### config.mk
export PLATFORM = sky130hd
export DESIGN_NAME = dep_predictor
export DESIGN_NICKNAME = d
export VERILOG_FILES = /design/src/rtl/dep_pred_pkg.sv /design/src/rtl/dep_set_map.sv /design/src/rtl/dep_tail_table.sv /design/src/rtl/dep_predictor.sv
export SDC_FILE = /design/constraint.sdc
export NUM_CORES = 2
export LEC_CHECK = 0
export CAP_MARGIN = 20
export CORE_MARGIN = 1
export CORE_UTILIZATION = 45
export CTS_BUF_LIST = sky130_fd_sc_hd__clkbuf_2 sky130_fd_sc_hd__clkbuf_4 sky130_fd_sc_hd__clkbuf_8
export DETAILED_ROUTE_END_ITERATION = 10
export HOLD_SLACK_MARGIN = 0.03
export PLACE_DENSITY = 0.61
export SLEW_MARGIN = 20
export SYNTH_ARGS = -nofsm -noshare
export SYNTH_HDL_FRONTEND = slang
export SYNTH_SLANG_ARGS = --single-unit
### constraint.sdc
create_clock -name clk_i -period 8 [get_ports clk_i]
set_input_delay 1.2 -clock clk_i [delete_from_list [all_inputs] [get_ports clk_i]]
set_output_delay 1.2 -clock clk_i [all_outputs]
set_load 0.01 [all_outputs]
### src/rtl/dep_pred_pkg.sv
package dep_pred_pkg;

   // Which of the four violation cases applies to a reported pair
   typedef enum logic [1:0] {
      MRG_FRESH    = 2'd0,  // neither side mapped
      MRG_TO_STORE = 2'd1,  // load mapped, store joins it
      MRG_TO_LOAD  = 2'd2,  // store mapped, load joins it
      MRG_LOWEST   = 2'd3   // both mapped, lower set survives
   } merge_kind_e;

   function automatic bit is_pow2(input int n);
      return (n > 0) && ((n & (n - 1)) == 0);
   endfunction

endpackage

### src/rtl/dep_set_map.sv
module dep_set_map
   import dep_pred_pkg::*;
#(
   parameter int MAP_DEPTH = 64,
   parameter int SET_W     = 4,
   localparam int IDX_W    = $clog2(MAP_DEPTH)
) (
   input  logic             clk_i,
   input  logic             rst_ni,
   input  logic             clr_i,
   input  logic             viol_en_i,
   input  logic [IDX_W-1:0] ld_idx_i,
   input  logic [IDX_W-1:0] st_idx_i,
   input  logic [IDX_W-1:0] ins_idx_i,
   output logic             ins_v_o,
   output logic [SET_W-1:0] ins_id_o,
   input  logic [IDX_W-1:0] look_idx_i,
   output logic             look_v_o,
   output logic [SET_W-1:0] look_id_o,
   input  logic [IDX_W-1:0] iss_idx_i,
   output logic             iss_v_o,
   output logic [SET_W-1:0] iss_id_o
);

   logic             vld_q [MAP_DEPTH];
   logic [SET_W-1:0] id_q  [MAP_DEPTH];

   merge_kind_e      kind;
   logic             ld_v, st_v, ld_we, st_we;
   logic [SET_W-1:0] ld_id, st_id, ld_wid, st_wid;

   assign ld_v  = vld_q[ld_idx_i];
   assign st_v  = vld_q[st_idx_i];
   assign ld_id = id_q[ld_idx_i];
   assign st_id = id_q[st_idx_i];
   assign kind  = merge_kind_e'({st_v, ld_v});

   // Four-way merge decision
   always_comb begin
      ld_we  = 1'b0;
      st_we  = 1'b0;
      ld_wid = st_id;
      st_wid = ld_id;
      unique case (kind)
         MRG_FRESH: begin
            ld_we  = 1'b1;
            st_we  = 1'b1;
            ld_wid = ld_idx_i[SET_W-1:0];
            st_wid = ld_idx_i[SET_W-1:0];
         end
         MRG_TO_STORE: st_we = 1'b1;
         MRG_TO_LOAD:  ld_we = 1'b1;
         default: begin
            if (st_id > ld_id) st_we = 1'b1;
            else               ld_we = 1'b1;
         end
      endcase
   end

   // Dispatch port sees the map as rewritten by a same-cycle violation
   always_comb begin
      ins_v_o  = vld_q[ins_idx_i];
      ins_id_o = id_q[ins_idx_i];
      if (viol_en_i && ld_we && ins_idx_i == ld_idx_i) begin
         ins_v_o  = 1'b1;
         ins_id_o = ld_wid;
      end
      if (viol_en_i && st_we && ins_idx_i == st_idx_i) begin
         ins_v_o  = 1'b1;
         ins_id_o = st_wid;
      end
   end

   assign look_v_o  = vld_q[look_idx_i];
   assign look_id_o = id_q[look_idx_i];
   assign iss_v_o   = vld_q[iss_idx_i];
   assign iss_id_o  = id_q[iss_idx_i];

   always_ff @(posedge clk_i) begin
      if (!rst_ni || clr_i) begin
         for (int i = 0; i < MAP_DEPTH; i++) vld_q[i] <= 1'b0;
      end else if (viol_en_i) begin
         if (ld_we) vld_q[ld_idx_i] <= 1'b1;
         if (st_we) vld_q[st_idx_i] <= 1'b1;
      end
   end

   always_ff @(posedge clk_i) begin
      if (viol_en_i && !clr_i) begin
         if (ld_we) id_q[ld_idx_i] <= ld_wid;
         if (st_we) id_q[st_idx_i] <= st_wid;
      end
   end

   // a fresh pair lands in the set named by the load index
   a_r3_fresh_set: assert property (@(posedge clk_i) disable iff (!rst_ni)
      (viol_en_i && !clr_i && !ld_v && !st_v) |=>
         (vld_q[$past(ld_idx_i)] && vld_q[$past(st_idx_i)] &&
          id_q[$past(st_idx_i)] == $past(ld_idx_i[SET_W-1:0]) &&
          id_q[$past(ld_idx_i)] == $past(ld_idx_i[SET_W-1:0])));

   // after any violation on a mapped side both PCs agree on one set
   a_r5_pair_joined: assert property (@(posedge clk_i) disable iff (!rst_ni)
      (viol_en_i && !clr_i && (ld_v || st_v)) |=>
         (id_q[$past(ld_idx_i)] == id_q[$past(st_idx_i)]));

   // when both sides are mapped the result is the smaller of the two
   a_r5_lower_wins: assert property (@(posedge clk_i) disable iff (!rst_ni)
      (viol_en_i && !clr_i && ld_v && st_v) |=>
         (id_q[$past(ld_idx_i)] ==
          (($past(ld_id) < $past(st_id)) ? $past(ld_id) : $past(st_id))));

endmodule

### src/rtl/dep_tail_table.sv
module dep_tail_table #(
   parameter int SET_COUNT = 16,
   parameter int SEQ_W     = 16,
   localparam int SET_W    = $clog2(SET_COUNT)
) (
   input  logic             clk_i,
   input  logic             rst_ni,
   input  logic             clr_i,
   input  logic             ins_we_i,
   input  logic [SET_W-1:0] ins_set_i,
   input  logic [SEQ_W-1:0] ins_seq_i,
   input  logic             iss_en_i,
   input  logic [SET_W-1:0] iss_set_i,
   input  logic [SEQ_W-1:0] iss_seq_i,
   input  logic             sq_en_i,
   input  logic [SEQ_W-1:0] sq_seq_i,
   input  logic [SET_W-1:0] look_set_i,
   output logic             look_v_o,
   output logic [SEQ_W-1:0] look_seq_o
);

   logic             vld_q [SET_COUNT];
   logic [SEQ_W-1:0] seq_q [SET_COUNT];

   for (genvar g = 0; g < SET_COUNT; g++) begin : g_ent
      logic hit_ins, kill_iss, kill_sq;

      assign hit_ins  = ins_we_i && ins_set_i == SET_W'(g);
      assign kill_iss = iss_en_i && iss_set_i == SET_W'(g) && seq_q[g] == iss_seq_i;
      assign kill_sq  = sq_en_i && seq_q[g] > sq_seq_i;

      always_ff @(posedge clk_i) begin
         if (!rst_ni || clr_i)            vld_q[g] <= 1'b0;
         else if (hit_ins)                vld_q[g] <= 1'b1;
         else if (kill_iss || kill_sq)    vld_q[g] <= 1'b0;
      end

      always_ff @(posedge clk_i) begin
         if (hit_ins && !clr_i) seq_q[g] <= ins_seq_i;
      end

      // clear empties every tail entry
      a_r2_tail_clear: assert property (@(posedge clk_i) disable iff (!rst_ni)
         clr_i |=> !vld_q[g]);

      // a recorded store is visible with its own sequence number
      a_r6_tail_write: assert property (@(posedge clk_i) disable iff (!rst_ni)
         (ins_we_i && ins_set_i == SET_W'(g) && !clr_i) |=>
            (vld_q[g] && seq_q[g] == $past(ins_seq_i)));

      // younger entries are gone after a squash
      a_r10_squash_young: assert property (@(posedge clk_i) disable iff (!rst_ni)
         (sq_en_i && !(ins_we_i && ins_set_i == SET_W'(g)) && vld_q[g] &&
          seq_q[g] > sq_seq_i) |=> !vld_q[g]);

      // a store issuing with the tail number releases that entry
      a_r9_issue_release: assert property (@(posedge clk_i) disable iff (!rst_ni)
         (iss_en_i && iss_set_i == SET_W'(g) && vld_q[g] && seq_q[g] == iss_seq_i &&
          !(ins_we_i && ins_set_i == SET_W'(g))) |=> !vld_q[g]);
   end

   assign look_v_o   = vld_q[look_set_i];
   assign look_seq_o = seq_q[look_set_i];

endmodule

### src/rtl/dep_predictor.sv
module dep_predictor
   import dep_pred_pkg::*;
#(
   parameter int PC_W      = 32,
   parameter int SEQ_W     = 16,
   parameter int MAP_DEPTH = 64,
   parameter int SET_COUNT = 16,
   parameter int OFS_BITS  = 2
) (
   input  logic             clk_i,
   input  logic             rst_ni,
   input  logic             clr_i,
   input  logic             viol_valid_i,
   input  logic [PC_W-1:0]  viol_store_pc_i,
   input  logic [PC_W-1:0]  viol_load_pc_i,
   input  logic             ins_valid_i,
   input  logic             ins_is_store_i,
   input  logic [PC_W-1:0]  ins_pc_i,
   input  logic [SEQ_W-1:0] ins_seq_i,
   input  logic [PC_W-1:0]  look_pc_i,
   output logic [SEQ_W-1:0] look_seq_o,
   input  logic             iss_valid_i,
   input  logic             iss_is_store_i,
   input  logic [PC_W-1:0]  iss_pc_i,
   input  logic [SEQ_W-1:0] iss_seq_i,
   input  logic             sq_valid_i,
   input  logic [SEQ_W-1:0] sq_seq_i
);

   localparam int IDX_W = $clog2(MAP_DEPTH);
   localparam int SET_W = $clog2(SET_COUNT);

   if (!is_pow2(MAP_DEPTH)) begin : g_bad_depth
      $error("MAP_DEPTH must be a power of two");
   end
   if (!is_pow2(SET_COUNT) || SET_COUNT < 2 || SET_COUNT > MAP_DEPTH) begin : g_bad_sets
      $error("SET_COUNT must be a power of two in 2..MAP_DEPTH");
   end
   if (PC_W < OFS_BITS + IDX_W) begin : g_bad_pc
      $error("PC_W too narrow for OFS_BITS + index");
   end

   logic [IDX_W-1:0] ld_idx, st_idx, ins_idx, look_idx, iss_idx;
   assign ld_idx   = viol_load_pc_i [OFS_BITS +: IDX_W];
   assign st_idx   = viol_store_pc_i[OFS_BITS +: IDX_W];
   assign ins_idx  = ins_pc_i       [OFS_BITS +: IDX_W];
   assign look_idx = look_pc_i      [OFS_BITS +: IDX_W];
   assign iss_idx  = iss_pc_i       [OFS_BITS +: IDX_W];

   logic             ins_map_v, look_map_v, iss_map_v, tail_v;
   logic [SET_W-1:0] ins_set, look_set, iss_set;
   logic [SEQ_W-1:0] tail_seq;

   dep_set_map #(
      .MAP_DEPTH (MAP_DEPTH),
      .SET_W     (SET_W)
   ) u_map (
      .clk_i      (clk_i),
      .rst_ni     (rst_ni),
      .clr_i      (clr_i),
      .viol_en_i  (viol_valid_i),
      .ld_idx_i   (ld_idx),
      .st_idx_i   (st_idx),
      .ins_idx_i  (ins_idx),
      .ins_v_o    (ins_map_v),
      .ins_id_o   (ins_set),
      .look_idx_i (look_idx),
      .look_v_o   (look_map_v),
      .look_id_o  (look_set),
      .iss_idx_i  (iss_idx),
      .iss_v_o    (iss_map_v),
      .iss_id_o   (iss_set)
   );

   dep_tail_table #(
      .SET_COUNT (SET_COUNT),
      .SEQ_W     (SEQ_W)
   ) u_tail (
      .clk_i      (clk_i),
      .rst_ni     (rst_ni),
      .clr_i      (clr_i),
      .ins_we_i   (ins_valid_i && ins_is_store_i && ins_map_v),
      .ins_set_i  (ins_set),
      .ins_seq_i  (ins_seq_i),
      .iss_en_i   (iss_valid_i && iss_is_store_i && iss_map_v),
      .iss_set_i  (iss_set),
      .iss_seq_i  (iss_seq_i),
      .sq_en_i    (sq_valid_i),
      .sq_seq_i   (sq_seq_i),
      .look_set_i (look_set),
      .look_v_o   (tail_v),
      .look_seq_o (tail_seq)
   );

   assign look_seq_o = (look_map_v && tail_v) ? tail_seq : '0;

   // the cycle after a clear, every lookup reports no dependence
   a_r2_clear_lookup: assert property (@(posedge clk_i) disable iff (!rst_ni)
      clr_i |=> look_seq_o == '0);

endmodule

==> flow_summary.ini <==
[status]
outcome = finished, final reports clean

[clocking]
cts_setup_buffers = 0
numCtsBuffers = 107
cts_resized = 0
clk_root_buffer_cell = sky130_fd_sc_hd__clkbuf_8
numClockSinks = 592
cts_tree = done
cts_max_level = 3
worstSkewPairLatency_ns = 0.87
cts_hold_buffers = 0
clock_tree.buffer_depth = 3
clk_pin_slew_worst_paths_ns = 0.05

[drt]
vias_per_cell = 7.201
drt_iter0_markers = 6073
drc = 0
dr_total_vias = 39550
total_wire_length_um = 211200
number_of_routed_nets_with_antenna_violations = 0
routed_wire_length_per_instance_um = 38.46
drt_first_pass_iters = 8

[critical_path]
data_required_critical_path_ns = 6.80
worst_r2r_end = u_tail.seq_q[15][1]
worst_setup_ep_type = output port
worst-r2r-cell-count = 18
worst_setup_path_startpoint = look_pc_i[2]
r2r_setup_slack_ns = 2.06
critPathMaxFanout = 44
r2r-start = u_map.id_q[29][1]
cp_data_arrival_time_ns = 5.97
timing.setup.critical_path_class = in -> out
worstSetupStartpointType = primary input

[global_route]
grt_first_pass_wirelength_um = 293400
grt-ovfl-total = 0
global_route.usage.met2_pct = 57.80
grtUsageMet3_pct = 11.14
vias_in_the_first_global_route = 37830
grt.total_usage_pct = 38.91
grt_start_max_net_pins = 70
met1_use_gr_pct = 48.10
grt_busiest_layer = met2
antenna_violations_before_repair = 16

[pwr]
seq_power_share_pct = 40.4
internal_power_mw = 5.748
power_frac_clock_pct = 37.4
gate_power_share_pct = 22.2
power.leakage_nw = 19.02
power.switching_fraction_pct = 31.98
p_sw_mw = 2.703
irDropWorstVdd_mv = 0.1592
pwr_cell_area_nw_per_um2 = 158.5

[place]
detailed_place_hpwl_um = 144600
gp_congestion = 1.063
buffer_ports.inserted = 102

[logic_synthesis]
ys_seq_elements = 592
synth_top_cell_by_area = sky130_fd_sc_hd__edfxtp_1
synth_fp_nets = 4342
synthXorXnorAreaFrac_pct = 4.923
ys_seq_area_share_pct = 35.94
postSynth.asyncResetShare_pct = 0
synthAdderAreaFrac_pct = 6.823
synthDistinctLibCells = 92
synth_top_cells_by_area = sky130_fd_sc_hd__edfxtp_1, sky130_fd_sc_hd__mux4_2, sky130_fd_sc_hd__mux2i_1
mux_share_of_post_synthesis_cell_area_pct = 28.93
yosysTopAreaCellShare_pct = 33.26
yosysMostFrequentCell = sky130_fd_sc_hd__edfxtp_1
synth_top_family_by_area = multiplexers
yosys-top-cells-count = sky130_fd_sc_hd__edfxtp_1, sky130_fd_sc_hd__mux2i_1, sky130_fd_sc_hd__mux4_2
cell_area_after_synthesis_sq_um = 47680
synth_edf_count = 528
synth_area_in_compound_gates_pct = 11.19
synthesis.instances = 3865
synth.avg_cell_area_sq_um = 12.34
post_synth_and_or_nand_nor_area_fraction_pct = 8.493
synth_flop_cell = sky130_fd_sc_hd__edfxtp_1
synthesis.yosys.warnings = 0

[timing]
min_period_ns = 7.173
clock.fmax_ghz = 0.1394
setup_viol = 0
grt_setup_unrepaired = no
max_slew.worst_pin.slew_ns = 1.234
slew-limit-headroom_pct = 17.47
period_share_pct = 89.66
drv_slew = 0
final.hold.worst_slack_ns = 0.6955
totalNegativeSetupSlack_ns = 0
timing.final.hold_violations = 0
finClkSkew_ns = 0.08980

[floorplan]
start_util_pct = 45.35
area_of_the_core_sq_um = 105100
core.rowCount = 119
die_height_um = 327.5
die_x_um = 327.5
die-area_sq_um = 107300
top_level_ports = 233

[run]
cap_violations = 0

[min_path]
min-delay-path-class = reg -> reg
min-delay-start = u_map.vld_q[25]
worst_hold_path.num_cells = 2
holdPathEnd = u_map.vld_q[25]

[layout]
fill_cells = 9495
area_growth_pct = 11.83
drive_gt1_share_pct = 26.66
multi_input_area_sq_um = 28960
area.sequential_sq_um = 17140
num-nets-final = 4480
stage by stage:
step | util (%) | power [mW] | setup WS, ns | instances | cell area (sq um)
after floorplan | - | 4.558 | 1.162 | 3865 | 47680
after global placement | 48.50 | 5.250 | 0.8752 | 5284 | 50980
after detailed placement | 48.50 | 5.269 | 0.8177 | 5284 | 50980
after CTS | 50.70 | 8.403 | 0.9551 | 5486 | 53290
after global routing | 50.71 | 8.637 | 0.7049 | 5489 | 53310
final | 50.72 | 8.451 | 0.8269 | 5492 | 53310
sequential cells by signal, indices dropped and copies added (netlist names):
signal        count
u_tail.vld_q     16
u_map.id_q      256
u_tail.seq_q    256
u_map.vld_q      64
power by group through the flow:
stage          logic, mW  registers [mW]  clock network (mW)
3_5_place_dp        1.79            3.48                   0
5_1_grt             1.91            3.41                3.31
4_1_cts             1.80            3.41                3.20
2_1_floorplan       1.09            3.47                   0
3_3_place_gp        1.77            3.48                   0
6_report            1.87            3.41                3.16
area by class of cell:
class	instances	area share, %
diodes	5	0.02347
inverters	54	0.3802
repair buffers	349	5.543
clock inverters	47	0.7768
clock buffers	155	3.555
multi-input cells	2899	54.31
well taps	1391	3.264
flip-flops and latches	592	32.14
critical path, cell delays in order:
cell                              delay [ns]
sky130_fd_sc_hd__buf_6                  0.28
sky130_fd_sc_hd__buf_12                 0.39
sky130_fd_sc_hd__mux4_2                 0.68
sky130_fd_sc_hd__mux4_2                 0.53
sky130_fd_sc_hd__mux2i_1                0.38
sky130_fd_sc_hd__mux2i_4                0.30
sky130_fd_sc_hd__buf_4                  0.31
sky130_fd_sc_hd__mux2i_1                0.19
sky130_fd_sc_hd__o21ai_0                0.50
sky130_fd_sc_hd__a22oi_1                0.19
sky130_fd_sc_hd__a21oi_1                0.33
sky130_fd_sc_hd__clkdlybuf4s50_1        0.61
logic make-up after synthesis:
group	after synthesis
AOI/OAI and AO/OA	781
xor gates and xnor gates	268
adders and majority gates	260
buffers and inverters	374
DFF	592
muxes	894
and+or+nand+nor	696
worst max path at each step:
| stage | to | cells past startpoint | slack [ns] |
|---|---|---|---|
| after detailed placement | u_tail.seq_q[15][12] | 20 | 0.82 |
| after global placement | u_tail.seq_q[15][9] | 20 | 0.88 |
| after floorplan | u_tail.seq_q[1][0] | 23 | 1.16 |
| after CTS | look_seq_o[7] | 13 | 0.96 |
| after global routing | look_seq_o[3] | 13 | 0.70 |
| final | look_seq_o[5] | 12 | 0.83 |
routing by layer:
layer	vias up	wire length [um]	share of wire, %
li1	15740	-	-
met1	19650	75370	36
met2	3235	90910	43
met3	903	25820	12
met4	22	18960	9.0
met5	-	186	0.088
cells in the final DEF, fill, tap and decap left out, types with 22 or more instances in the layout:
cell,synthesis,routed
sky130_fd_sc_hd__a21o_1,115,115
sky130_fd_sc_hd__a21oi_1,171,171
sky130_fd_sc_hd__a221oi_1,41,41
sky130_fd_sc_hd__a22oi_1,44,44
sky130_fd_sc_hd__buf_4,24,241
sky130_fd_sc_hd__clkbuf_4,0,39
sky130_fd_sc_hd__clkbuf_8,0,117
sky130_fd_sc_hd__clkdlybuf4s50_1,0,73
sky130_fd_sc_hd__clkinv_2,0,28
sky130_fd_sc_hd__dfxtp_1,64,64
sky130_fd_sc_hd__edfxtp_1,528,528
sky130_fd_sc_hd__ha_1,260,260
sky130_fd_sc_hd__inv_1,51,51
sky130_fd_sc_hd__mux2_2,107,107
sky130_fd_sc_hd__mux2i_1,409,405
sky130_fd_sc_hd__mux4_2,374,374
sky130_fd_sc_hd__nand2_1,73,73
sky130_fd_sc_hd__nand2b_1,39,39
sky130_fd_sc_hd__nand3_1,22,22
sky130_fd_sc_hd__nand4_1,88,88
sky130_fd_sc_hd__nor2_1,98,96
sky130_fd_sc_hd__nor2_2,64,66
sky130_fd_sc_hd__nor2b_1,120,117
sky130_fd_sc_hd__nor3_1,34,22
sky130_fd_sc_hd__nor3_2,11,22
sky130_fd_sc_hd__nor4_1,64,64
sky130_fd_sc_hd__o21a_1,107,107
sky130_fd_sc_hd__o21ai_0,118,118
sky130_fd_sc_hd__o22ai_1,28,28
sky130_fd_sc_hd__xnor2_1,38,38
sky130_fd_sc_hd__xor2_1,230,230
(Power assumes the default switching activity.)
